### src/rtl/tdr_pkg.sv
package tdr_pkg;
  typedef enum logic [1:0] {ST_IDLE, ST_SEND, ST_JAM} tdr_state_e;

  typedef enum logic [1:0] {
    FLT_NONE  = 2'b00,
    FLT_XCVR  = 2'b01,
    FLT_SHORT = 2'b10,
    FLT_OPEN  = 2'b11
  } tdr_fault_e;

  typedef enum logic [1:0] {EV_TIMEOUT, EV_CRS_DROP, EV_COLL} tdr_event_e;

  localparam int unsigned CRC_W     = 32;
  localparam logic [CRC_W-1:0] CRC_POLY = 32'h04C1_1DB7;
  localparam logic [CRC_W-1:0] CRC_SEED = 32'hFFFF_FFFF;
  localparam logic [7:0] SFD_BYTE  = 8'hD5;
  localparam logic [7:0] FILL_BYTE = 8'h7E;
endpackage

### src/rtl/tdr_frame_gen.sv
module tdr_frame_gen #(
  parameter int unsigned ADDR_W   = 48,
  parameter int unsigned PRE_BITS = 56,
  parameter int unsigned IDX_W    = 11
) (
  input  logic [IDX_W-1:0]  idx_i,
  input  logic [ADDR_W-1:0] addr_i,
  output logic              bit_o,
  output logic              crc_en_o
);
  import tdr_pkg::*;

  localparam int unsigned AW        = $clog2(ADDR_W);
  localparam int unsigned DST_START = PRE_BITS + 8;
  localparam int unsigned SRC_START = DST_START + ADDR_W;
  localparam int unsigned DAT_START = SRC_START + ADDR_W;

  logic [IDX_W-1:0] off_sfd, off_dst, off_src, off_dat;

  always_comb begin
    off_sfd  = idx_i - IDX_W'(PRE_BITS);
    off_dst  = idx_i - IDX_W'(DST_START);
    off_src  = idx_i - IDX_W'(SRC_START);
    off_dat  = idx_i - IDX_W'(DAT_START);
    crc_en_o = (idx_i >= IDX_W'(DST_START));
    if (idx_i < IDX_W'(PRE_BITS))       bit_o = ~idx_i[0];
    else if (idx_i < IDX_W'(DST_START)) bit_o = SFD_BYTE[off_sfd[2:0]];
    else if (idx_i < IDX_W'(SRC_START)) bit_o = addr_i[off_dst[AW-1:0]];
    else if (idx_i < IDX_W'(DAT_START)) bit_o = addr_i[off_src[AW-1:0]];
    else                                bit_o = FILL_BYTE[off_dat[2:0]];
  end
endmodule

### src/rtl/tdr_crc32.sv
module tdr_crc32 (
  input  logic        clk,
  input  logic        rst_n,
  input  logic        clr_i,
  input  logic        en_i,
  input  logic        din_i,
  output logic [31:0] crc_o
);
  import tdr_pkg::*;

  logic [CRC_W-1:0] crc_q, crc_d;
  logic             fb;

  always_comb begin
    fb    = crc_q[CRC_W-1] ^ din_i;
    crc_d = crc_q;
    if (clr_i)     crc_d = CRC_SEED;
    else if (en_i) crc_d = {crc_q[CRC_W-2:0], 1'b0} ^ (fb ? CRC_POLY : '0);
  end

  always_ff @(posedge clk or negedge rst_n) begin
    if (!rst_n) crc_q <= CRC_SEED;
    else        crc_q <= crc_d;
  end

  assign crc_o = crc_q;
endmodule

### src/rtl/tdr_classify.sv
module tdr_classify (
  input  logic                eth_i,
  input  tdr_pkg::tdr_event_e ev_i,
  input  logic                crs_seen_i,
  output tdr_pkg::tdr_fault_e fault_o,
  output logic                na_o
);
  import tdr_pkg::*;

  always_comb begin
    fault_o = FLT_NONE;
    na_o    = 1'b0;
    unique case (ev_i)
      EV_COLL:     fault_o = FLT_OPEN;
      EV_CRS_DROP: begin
        if (eth_i) fault_o = FLT_SHORT;
        else       na_o    = 1'b1;
      end
      default:     fault_o = (eth_i && !crs_seen_i) ? FLT_XCVR : FLT_NONE;
    endcase
  end
endmodule

### src/rtl/tdr_engine.sv
module tdr_engine #(
  parameter int unsigned ADDR_W   = 48,
  parameter int unsigned MAX_BITS = 2048,
  parameter int unsigned PRE_BITS = 56
) (
  input  logic                         clk,
  input  logic                         rst_n,
  input  logic                         start_i,
  input  logic                         cu_idle_i,
  input  logic                         ru_idle_i,
  input  logic                         eth_xcvr_i,
  input  logic [ADDR_W-1:0]            stn_addr_i,
  input  logic                         crs_i,
  input  logic                         cd_i,
  output logic                         tx_en_o,
  output logic                         tx_d_o,
  output logic                         reject_o,
  output logic                         done_o,
  output logic [$clog2(MAX_BITS)-1:0]  echo_time_o,
  output logic [1:0]                   fault_o,
  output logic                         na_o
);
  import tdr_pkg::*;

  localparam int unsigned IDX_W = $clog2(MAX_BITS);
  localparam int unsigned JAM_W = $clog2(CRC_W);
  localparam logic [IDX_W-1:0] LAST_BIT = IDX_W'(MAX_BITS - 1);
  localparam logic [JAM_W-1:0] JAM_TOP  = JAM_W'(CRC_W - 1);

  // reset: asynchronous assert, synchronous release
  logic [1:0] rsync_q;
  logic       rst_int_n;
  always_ff @(posedge clk or negedge rst_n) begin
    if (!rst_n) rsync_q <= 2'b00;
    else        rsync_q <= {rsync_q[0], 1'b1};
  end
  assign rst_int_n = rsync_q[1];

  tdr_state_e       state_q, state_d;
  logic [IDX_W-1:0] bit_q, bit_d;
  logic [IDX_W-1:0] tmr_q, tmr_d;
  logic [IDX_W-1:0] tcap_q, tcap_d;
  logic [JAM_W-1:0] jam_q, jam_d;
  logic             crs_q;
  logic             seen_q, seen_d;
  tdr_event_e       ev_q, ev_d;
  logic             done_q, done_d;
  logic             rej_q, rej_d;
  logic [IDX_W-1:0] time_q, time_d;
  tdr_fault_e       fault_q, fault_d;
  logic             na_q, na_d;

  logic             accept, crs_rise, crs_fall, finish;
  logic             gen_bit, gen_crc_en;
  logic [31:0]      crc;
  tdr_fault_e       cls_fault;
  logic             cls_na;

  tdr_frame_gen #(
    .ADDR_W  (ADDR_W),
    .PRE_BITS(PRE_BITS),
    .IDX_W   (IDX_W)
  ) u_gen (
    .idx_i   (bit_q),
    .addr_i  (stn_addr_i),
    .bit_o   (gen_bit),
    .crc_en_o(gen_crc_en)
  );

  tdr_crc32 u_crc (
    .clk  (clk),
    .rst_n(rst_int_n),
    .clr_i(accept),
    .en_i ((state_q == ST_SEND) && gen_crc_en),
    .din_i(gen_bit),
    .crc_o(crc)
  );

  tdr_classify u_cls (
    .eth_i     (eth_xcvr_i),
    .ev_i      (ev_d),
    .crs_seen_i(seen_d),
    .fault_o   (cls_fault),
    .na_o      (cls_na)
  );

  assign crs_rise = crs_i & ~crs_q;
  assign crs_fall = crs_q & ~crs_i;
  assign accept   = (state_q == ST_IDLE) && start_i && cu_idle_i && ru_idle_i;

  always_comb begin
    state_d = state_q;
    bit_d   = bit_q;
    tmr_d   = tmr_q;
    tcap_d  = tcap_q;
    jam_d   = jam_q;
    seen_d  = seen_q;
    ev_d    = ev_q;
    finish  = 1'b0;
    rej_d   = 1'b0;
    unique case (state_q)
      ST_IDLE: begin
        if (start_i && !(cu_idle_i && ru_idle_i)) rej_d = 1'b1;
        if (accept) begin
          state_d = ST_SEND;
          bit_d   = '0;
          tmr_d   = '0;
          seen_d  = 1'b0;
        end
      end
      ST_SEND: begin
        seen_d = seen_q | crs_i;
        if (cd_i) begin
          ev_d    = EV_COLL;
          tcap_d  = tmr_q;
          jam_d   = '0;
          state_d = ST_JAM;
        end else if (crs_fall) begin
          ev_d    = EV_CRS_DROP;
          finish  = 1'b1;
        end else if (bit_q == LAST_BIT) begin
          ev_d    = EV_TIMEOUT;
          finish  = 1'b1;
        end else begin
          bit_d = bit_q + IDX_W'(1);
          tmr_d = crs_rise ? '0 : tmr_q + IDX_W'(1);
        end
      end
      ST_JAM: begin
        jam_d = jam_q + JAM_W'(1);
        if (jam_q == JAM_TOP) finish = 1'b1;
      end
      default: state_d = ST_IDLE;
    endcase
    if (finish) state_d = ST_IDLE;
  end

  // result capture, loaded only on the finishing bit
  always_comb begin
    done_d  = finish;
    time_d  = time_q;
    fault_d = fault_q;
    na_d    = na_q;
    if (finish) begin
      time_d  = (state_q == ST_JAM) ? tcap_q : tmr_q;
      fault_d = cls_fault;
      na_d    = cls_na;
    end
  end

  always_ff @(posedge clk or negedge rst_int_n) begin
    if (!rst_int_n) begin
      state_q <= ST_IDLE;
      bit_q   <= '0;
      tmr_q   <= '0;
      tcap_q  <= '0;
      jam_q   <= '0;
      crs_q   <= 1'b0;
      seen_q  <= 1'b0;
      ev_q    <= EV_TIMEOUT;
      done_q  <= 1'b0;
      rej_q   <= 1'b0;
      time_q  <= '0;
      fault_q <= FLT_NONE;
      na_q    <= 1'b0;
    end else begin
      state_q <= state_d;
      bit_q   <= bit_d;
      tmr_q   <= tmr_d;
      tcap_q  <= tcap_d;
      jam_q   <= jam_d;
      crs_q   <= crs_i;
      seen_q  <= seen_d;
      ev_q    <= ev_d;
      done_q  <= done_d;
      rej_q   <= rej_d;
      time_q  <= time_d;
      fault_q <= fault_d;
      na_q    <= na_d;
    end
  end

  always_comb begin
    tx_en_o = (state_q != ST_IDLE);
    tx_d_o  = 1'b0;
    if (state_q == ST_SEND)     tx_d_o = gen_bit;
    else if (state_q == ST_JAM) tx_d_o = ~crc[JAM_TOP - jam_q];
  end

  assign reject_o    = rej_q;
  assign done_o      = done_q;
  assign echo_time_o = time_q;
  assign fault_o     = fault_q;
  assign na_o        = na_q;
endmodule

### config.mk
export PLATFORM = sky130hd
export DESIGN_NAME = tdr_engine
export DESIGN_NICKNAME = d
export VERILOG_FILES = /design/src/rtl/tdr_pkg.sv /design/src/rtl/tdr_frame_gen.sv /design/src/rtl/tdr_crc32.sv /design/src/rtl/tdr_classify.sv /design/src/rtl/tdr_engine.sv
export SDC_FILE = /design/constraint.sdc
export NUM_CORES = 1
export LEC_CHECK = 0
export CORE_AREA = 2 2 110 134
export CTS_CLUSTER_DIAMETER = 60
export CTS_CLUSTER_SIZE = 30
export DETAILED_ROUTE_END_ITERATION = 8
export DIE_AREA = 0 0 112 136
export GPL_ROUTABILITY_DRIVEN = 1
export PLACE_DENSITY_LB_ADDON = 0.2
export SLEW_MARGIN = 20
export SYNTH_ARGS = -nofsm -noshare
export SYNTH_HDL_FRONTEND = slang
export SYNTH_SLANG_ARGS = --single-unit
### constraint.sdc
create_clock -name clk -period 5.8 [get_ports clk]
set_input_delay 1.16 -clock clk [delete_from_list [all_inputs] [get_ports clk]]
set_output_delay 1.16 -clock clk [all_outputs]
set_load 0.01 [all_outputs]
# After elaboration in Yosys (flattened, before gate mapping)
# Memories as Yosys holds them, arrays and structs flattened.
# Cells that the tools add are included.
# classes
mux	52
eq_ne	14
n_lt_le_gt_ge	10
addsub	8
n_reduce_logical	18
bitwise	9
# ops
op	count
2-to-1 mux 11 bit	9
2-to-1 mux 32 bit	2
case mux 11 bit (2 select lines)	2
XOR 32 bit	1
2-to-1 mux 27 bit	1
adder 11 x 1 -> 11 bit (second input constant)	2
less-than comparator 11 x 7 -> 1 bit (second input constant)	2
2-to-1 mux 1 bit	21
2-to-1 mux 2 bit	8
less-than comparator 6 x 7 -> 1 bit (second input constant)	2
binary-select mux 1 bit (select 6 bit)	2
inequality test 2 bit (second input constant)	6
equality test 11 bit (second input constant)	1
greater-or-equal comparator 11 x 7 -> 1 bit (second input constant)	1
less-than comparator 11 x 6 -> 1 bit (second input constant)	1
less-than comparator 11 x 8 -> 1 bit (second input constant)	1
case mux 5 bit (2 select lines)	1
less-than comparator 3 x 4 -> 1 bit (second input constant)	2
nonzero test 2 bit	4
logical AND 1 bit	7
less-than comparator 5 x 6 -> 1 bit (second input constant)	1
inequality test 3 bit (second input constant)	2
case mux 2 bit (3 select lines)	1
subtractor 3 x 1 -> 3 bit (second input constant)	2
20 further kinds	29
# word_totals
rom_bits	16
out_inout_bits	18
memories	2
register_bits	94
inputBits	56
word_cells	128
# mem_list
memory	depth	word_bits	rd	rd_clocked_by_memory_dff	write_ports	line	text
(no name shown)	8	1	1	0	0	tdr_frame_gen.sv:27	else if (idx_i < IDX_W'(DST_START)) bit_o = SFD_BYTE[off_sfd[2:0]];
(no name shown)	8	1	1	0	0	tdr_frame_gen.sv:30	else bit_o = FILL_BYTE[off_dat[2:0]];

# Depth between registers and ports, before layout
# logic_depth
word_depth	12
ltp_mapped	12
depth_no_buf	10

# Cells and area by module
# A second synthesis with hierarchy kept.
# unflattened
hier_cells	514
area_unflattened_um2	5818.1
# by_module_without_submodules
module	cells_per_inst	area_per_inst_um2	seq_area_each_um2	instances
tdr_engine	309	3428.3	1551.5	1
tdr_crc32	123	1725.4	840.8	1
tdr_frame_gen	72	603.1	0.0	1
tdr_classify	10	61.3	0.0	1

# Least setup slack after synthesis
# OpenSTA, ideal clock, no wires.
# synth_timing
path_type	input -> output
start	in stn_addr_i[39]
end	out tx_d_o
arrival_time_ps	2815
stages	9
path_slack_ps	1825
path_buffers	1
t_required_ps	4640
cell_sequence	mux4_2 > mux2i_4 > a2bb2oi_2 > o2bb2ai_1 > a221oi_2 > a31oi_4 > buf_6 > o311ai_1 > nand2_1
# synth_between
elab_chain_len	7
elab_cells_between_ends	9
cone_classes	9 x mux
# synth_lines
element	line	text
start, declared	tdr_engine.sv:12	input logic [ADDR_W-1:0] stn_addr_i,
binary-select mux 1 bit (select 6 bit)	tdr_frame_gen.sv:29	else if (idx_i < IDX_W'(DAT_START)) bit_o = addr_i[off_src[AW-1:0]];
2-to-1 mux 1 bit (not written as such)	tdr_frame_gen.sv:29	
2-to-1 mux 1 bit	tdr_frame_gen.sv:29	
2-to-1 mux 1 bit *	tdr_frame_gen.sv:28	else if (idx_i < IDX_W'(SRC_START)) bit_o = addr_i[off_dst[AW-1:0]];
2-to-1 mux 1 bit *	tdr_frame_gen.sv:27	
2-to-1 mux 1 bit *	tdr_frame_gen.sv:26	if (idx_i < IDX_W'(PRE_BITS)) bit_o = ~idx_i[0];
2-to-1 mux 1 bit *	tdr_engine.sv:186	if (state_q == ST_SEND) tx_d_o = gen_bit;
end, declared	tdr_engine.sv:16	output logic tx_d_o,
# Mark *: on every way between the ends. The rest lies on a longest branch, timed or not. The select of a mux whose other input is x is not followed.

# Final worst setup path
# layout_timing
start	in stn_addr_i[34]
end	out tx_d_o
# The elaborated chain is that of the path after synthesis.

==> flow_metrics.tcl <==
set metrics [dict create \
    synth_nets 591 \
    h-tree-depth 3 \
    max_cap_viol_count 0 \
    switching_share_pct 33.8 \
    track_usage_pct 16.7 \
    rsz0062_at_grt "no" \
    seq_area_frac_synth_pct 43.8 \
    power_frac_seq_pct 37.6 \
    p_per_area_nw_per_um2 488 \
    r2r-end "bit_q[9]$_DFFE_PN0P_" \
    cts-root-buf "clkbuf_16" \
    hold_buffers 0 \
    crit_end "tx_d_o" \
    pre_cts_ws_ps 956 \
    synth.avg_cell_area_um2 10.5 \
    setup_violations 0 \
    path_cells "clkdlybuf4s50_1 -> mux4_2 -> mux2i_4 -> a2bb2oi_2 -> o2bb2ai_1 -> a221oi_2 -> a31oi_4 -> o311ai_1 -> nand2_1 -> clkdlybuf4s50_1" \
    grt_max_degree 68 \
    firstDrtPassIters 4 \
    syn-instance-count 520 \
    post-route-util_pct 47.3 \
    tightest_slew_ps 870 \
    drv_slew 0 \
    netlist_area_um2 5470 \
    path_max_fanout 2 \
    p_clk_share_pct 20.9 \
    ys_ff_latch 94 \
    fp.coreArea_um2 14100 \
    ys_types 55 \
    synthToLayoutAreaGrowth_pct 21.6 \
    fin_crit_ps 4830 \
    clockBufferDepth 2 \
    final.period_utilization_pct 83.3 \
    cts_tree "built" \
    synth_commonest_cells "nand2_1 (82), dfrtp_1 (62), nor2_1 (43)" \
    num_vias 3998 \
    drc 0 \
    dieWidth_um 112 \
    ys_warn_count 0 \
    cts.sinks 94 \
    wirelength_um 12200 \
    synth-async-reset-ratio_pct 100 \
    start_util_pct 38.9 \
    clk_latency_ps 340 \
    max_slew_margin_pct 42.0 \
    cts.clk_slew.worst_paths_ps 70 \
    numCtsBuffers 9 \
    grt_pass1_vias 4081 \
    drtIter0Drc 152 \
    yosysMostFrequentCell "nand2_1" \
    reg2reg_from "state_q[1]$_DFFE_PN0P_" \
    io_pins 74 \
    portBuffers 73 \
    die_y_um 136 \
    final_nets 648 \
    yosysTopAreaCell "dfrtp_1" \
    num_antenna_cells 0 \
    vdd_drop_max_mv 0.229 \
    synth_top_cell_area_share_pct 28.4 \
    core.rowCount 48 \
    crit_path_end_kind "output port" \
    layout-drive-gt1-share_pct 16.2 \
    cpMostUsedCell "clkdlybuf4s50_1" \
    crit_arrival_ps 3670 \
    synth_area_leaders "dfrtp_1 (28%), dfstp_2 (15%), mux4_2 (8.2%)" \
    switchingPower_uw 1100 \
    fin_tns_setup_ps 0 \
    grt-ovfl-total 0 \
    r2r_slack_ps 2660 \
    stdcell_area_um2 6650 \
    wire_per_inst_um 16.1 \
    p_int_uw 2150 \
    p_comb_share_pct 41.5 \
    placed_area_um2 6310 \
    place_congestion 0.810 \
    crit_required_ps 4640 \
    status "finished clean" \
    antenna_found_initial 0 \
    die_area_um2 15200 \
    synth_edf_count 0 \
    post-route-worst-setup-slack_ps 967 \
    crit_path_max_incr_delay_ps 500 \
    post_cts_resized 0 \
    antenna_left 0 \
    timing.final.hold_violations 0 \
    dp_hpwl_um 8460 \
    synth_ff_type "dfrtp_1" \
    cp_slowest_cell "clkdlybuf4s50_1" \
    rr_worst_depth 9 \
    crit_path_start "stn_addr_i[34]" \
    post_cts_buffers 0 \
    total_leakage_power_uw 0.00291 \
    fmax_mhz 207 \
    finClkSkew_ps 8.30 \
    critPathKind "input pin to output port" \
    hp-class "register to asynchronous set/reset pin" \
    n_fill_cell 1329 \
    routed_via_density 5.28 \
    grt_pass1_wl_um 20600 \
    crit_path_start_kind "input pin" \
]
through the flow:
step / std cells / power (uW) / hold slack (ps)
after detailed placement: 741 / 2600 / 242
after global routing: 757 / 3480 / 275
final: 757 / 3250 / 234
after global placement: 741 / 2550 / 240
after CTS: 757 / 3290 / 249
after floorplan: 520 / 2210 / 331
flip-flops by register name, indices dropped and copies added (netlist names):
register / flops
rsync_q: 2
u_crc.crc_o: 32
fault_o: 2
jam_q: 5
reject_o: 1
tcap_q: 11
done_o: 1
echo_time_o: 11
ev_q: 2
state_q: 2
seen_q: 1
na_o: 1
tmr_q: 11
bit_q: 11
crs_q: 1
logic make-up (layout without fill, tap and decap cells):
kind of cell	count (synthesis)	in the layout	share of synthesized area (%)
adders and majority gates	15	15	3.43
other	1	1	0.0686
AOI/OAI and AO/OA	92	92	11.3
muxes	52	52	14.6
and+or+nand+nor	191	191	15.5
xor gates and xnor gates	26	26	7.44
buffers and inverters	49	111	3.98
DFF	94	94	43.8
metal layers:
| layer | global-route usage (%) | share of wire (%) |
|---|---|---|
| met1 | 21.0 | 44 |
| met2 | 29.4 | 52 |
| met3 | 3.43 | 2.8 |
| met4 | 4.34 | 1.0 |
| met5 | 0 | 0 |
cell usage in the layout (no fill, tap or decap), types with 2 or more instances in the layout:
cell,Yosys,routed
o221ai_1,2,2
o21a_1,3,3
dfrtp_1,62,61
nand3_1,29,29
inv_2,2,2
a21oi_1,24,24
mux2i_1,20,20
mux2_2,11,11
and3_1,7,7
and2_1,4,4
nor3_1,3,3
o21ai_1,4,3
xor2_1,6,6
xnor2_1,7,7
nor2_1,43,43
a32oi_1,2,2
a22o_1,2,2
mux4_2,20,20
o21ai_0,22,22
nor4_1,2,2
o31ai_1,5,5
nand2b_1,6,6
nor2b_1,3,3
a31oi_1,2,2
or3_1,3,3
nand2_1,82,82
inv_1,14,14
xnor3_1,13,13
o211ai_1,14,14
a2bb2oi_2,2,2
bufinv_16,0,3
ha_1,15,15
clkdlybuf4s50_1,0,73
nand4_1,6,6
dfstp_2,32,32
clkinv_2,0,2
buf_4,1,6
clkbuf_16,0,9
power groups by stage:
stage / clock network, uW / registers [uW] / logic (uW)
detailed placement: 0 / 1240 / 1360
CTS: 694 / 1230 / 1370
finish: 679 / 1220 / 1350
floorplan: 0 / 1130 / 1080
global placement: 0 / 1220 / 1330
global route: 724 / 1260 / 1490
worst min-delay path by stage:
| stage | end | slack [ps] | from |
|---|---|---|---|
| floorplan | rsync_q[1]$_DFF_PN0_ | 330 | rsync_q[0]$_DFF_PN0_ |
| global placement | bit_q[0]$_DFFE_PN0P_ | 240 | rsync_q[1]$_DFF_PN0_ |
| detailed placement | echo_time_o[0]$_DFFE_PN0P_ | 240 | rsync_q[1]$_DFF_PN0_ |
| CTS | bit_q[0]$_DFFE_PN0P_ | 250 | rsync_q[1]$_DFF_PN0_ |
| global route | bit_q[0]$_DFFE_PN0P_ | 280 | rsync_q[1]$_DFF_PN0_ |
| finish | bit_q[0]$_DFFE_PN0P_ | 230 | rsync_q[1]$_DFF_PN0_ |
area by class of cell:
type                    instances  area, um^2  share of cell area, %
clock inverters                 6         109                   1.64
clock buffers                  10         229                   3.44
repair buffers                 79         776                   11.7
flip-flops and latches         94        2400                   36.0
inverters                      16        60.1                  0.903
well taps                     175         219                   3.29
multi-input cells             377        2860                   43.0
worst max-delay path: cells and delay by family:
family          cells  cell delay [ps]
compound gates      5              800
buf+inv             2              910
mux                 2              670
simple gates        1              130
Note: power is estimated with default switching activity, not from simulation.
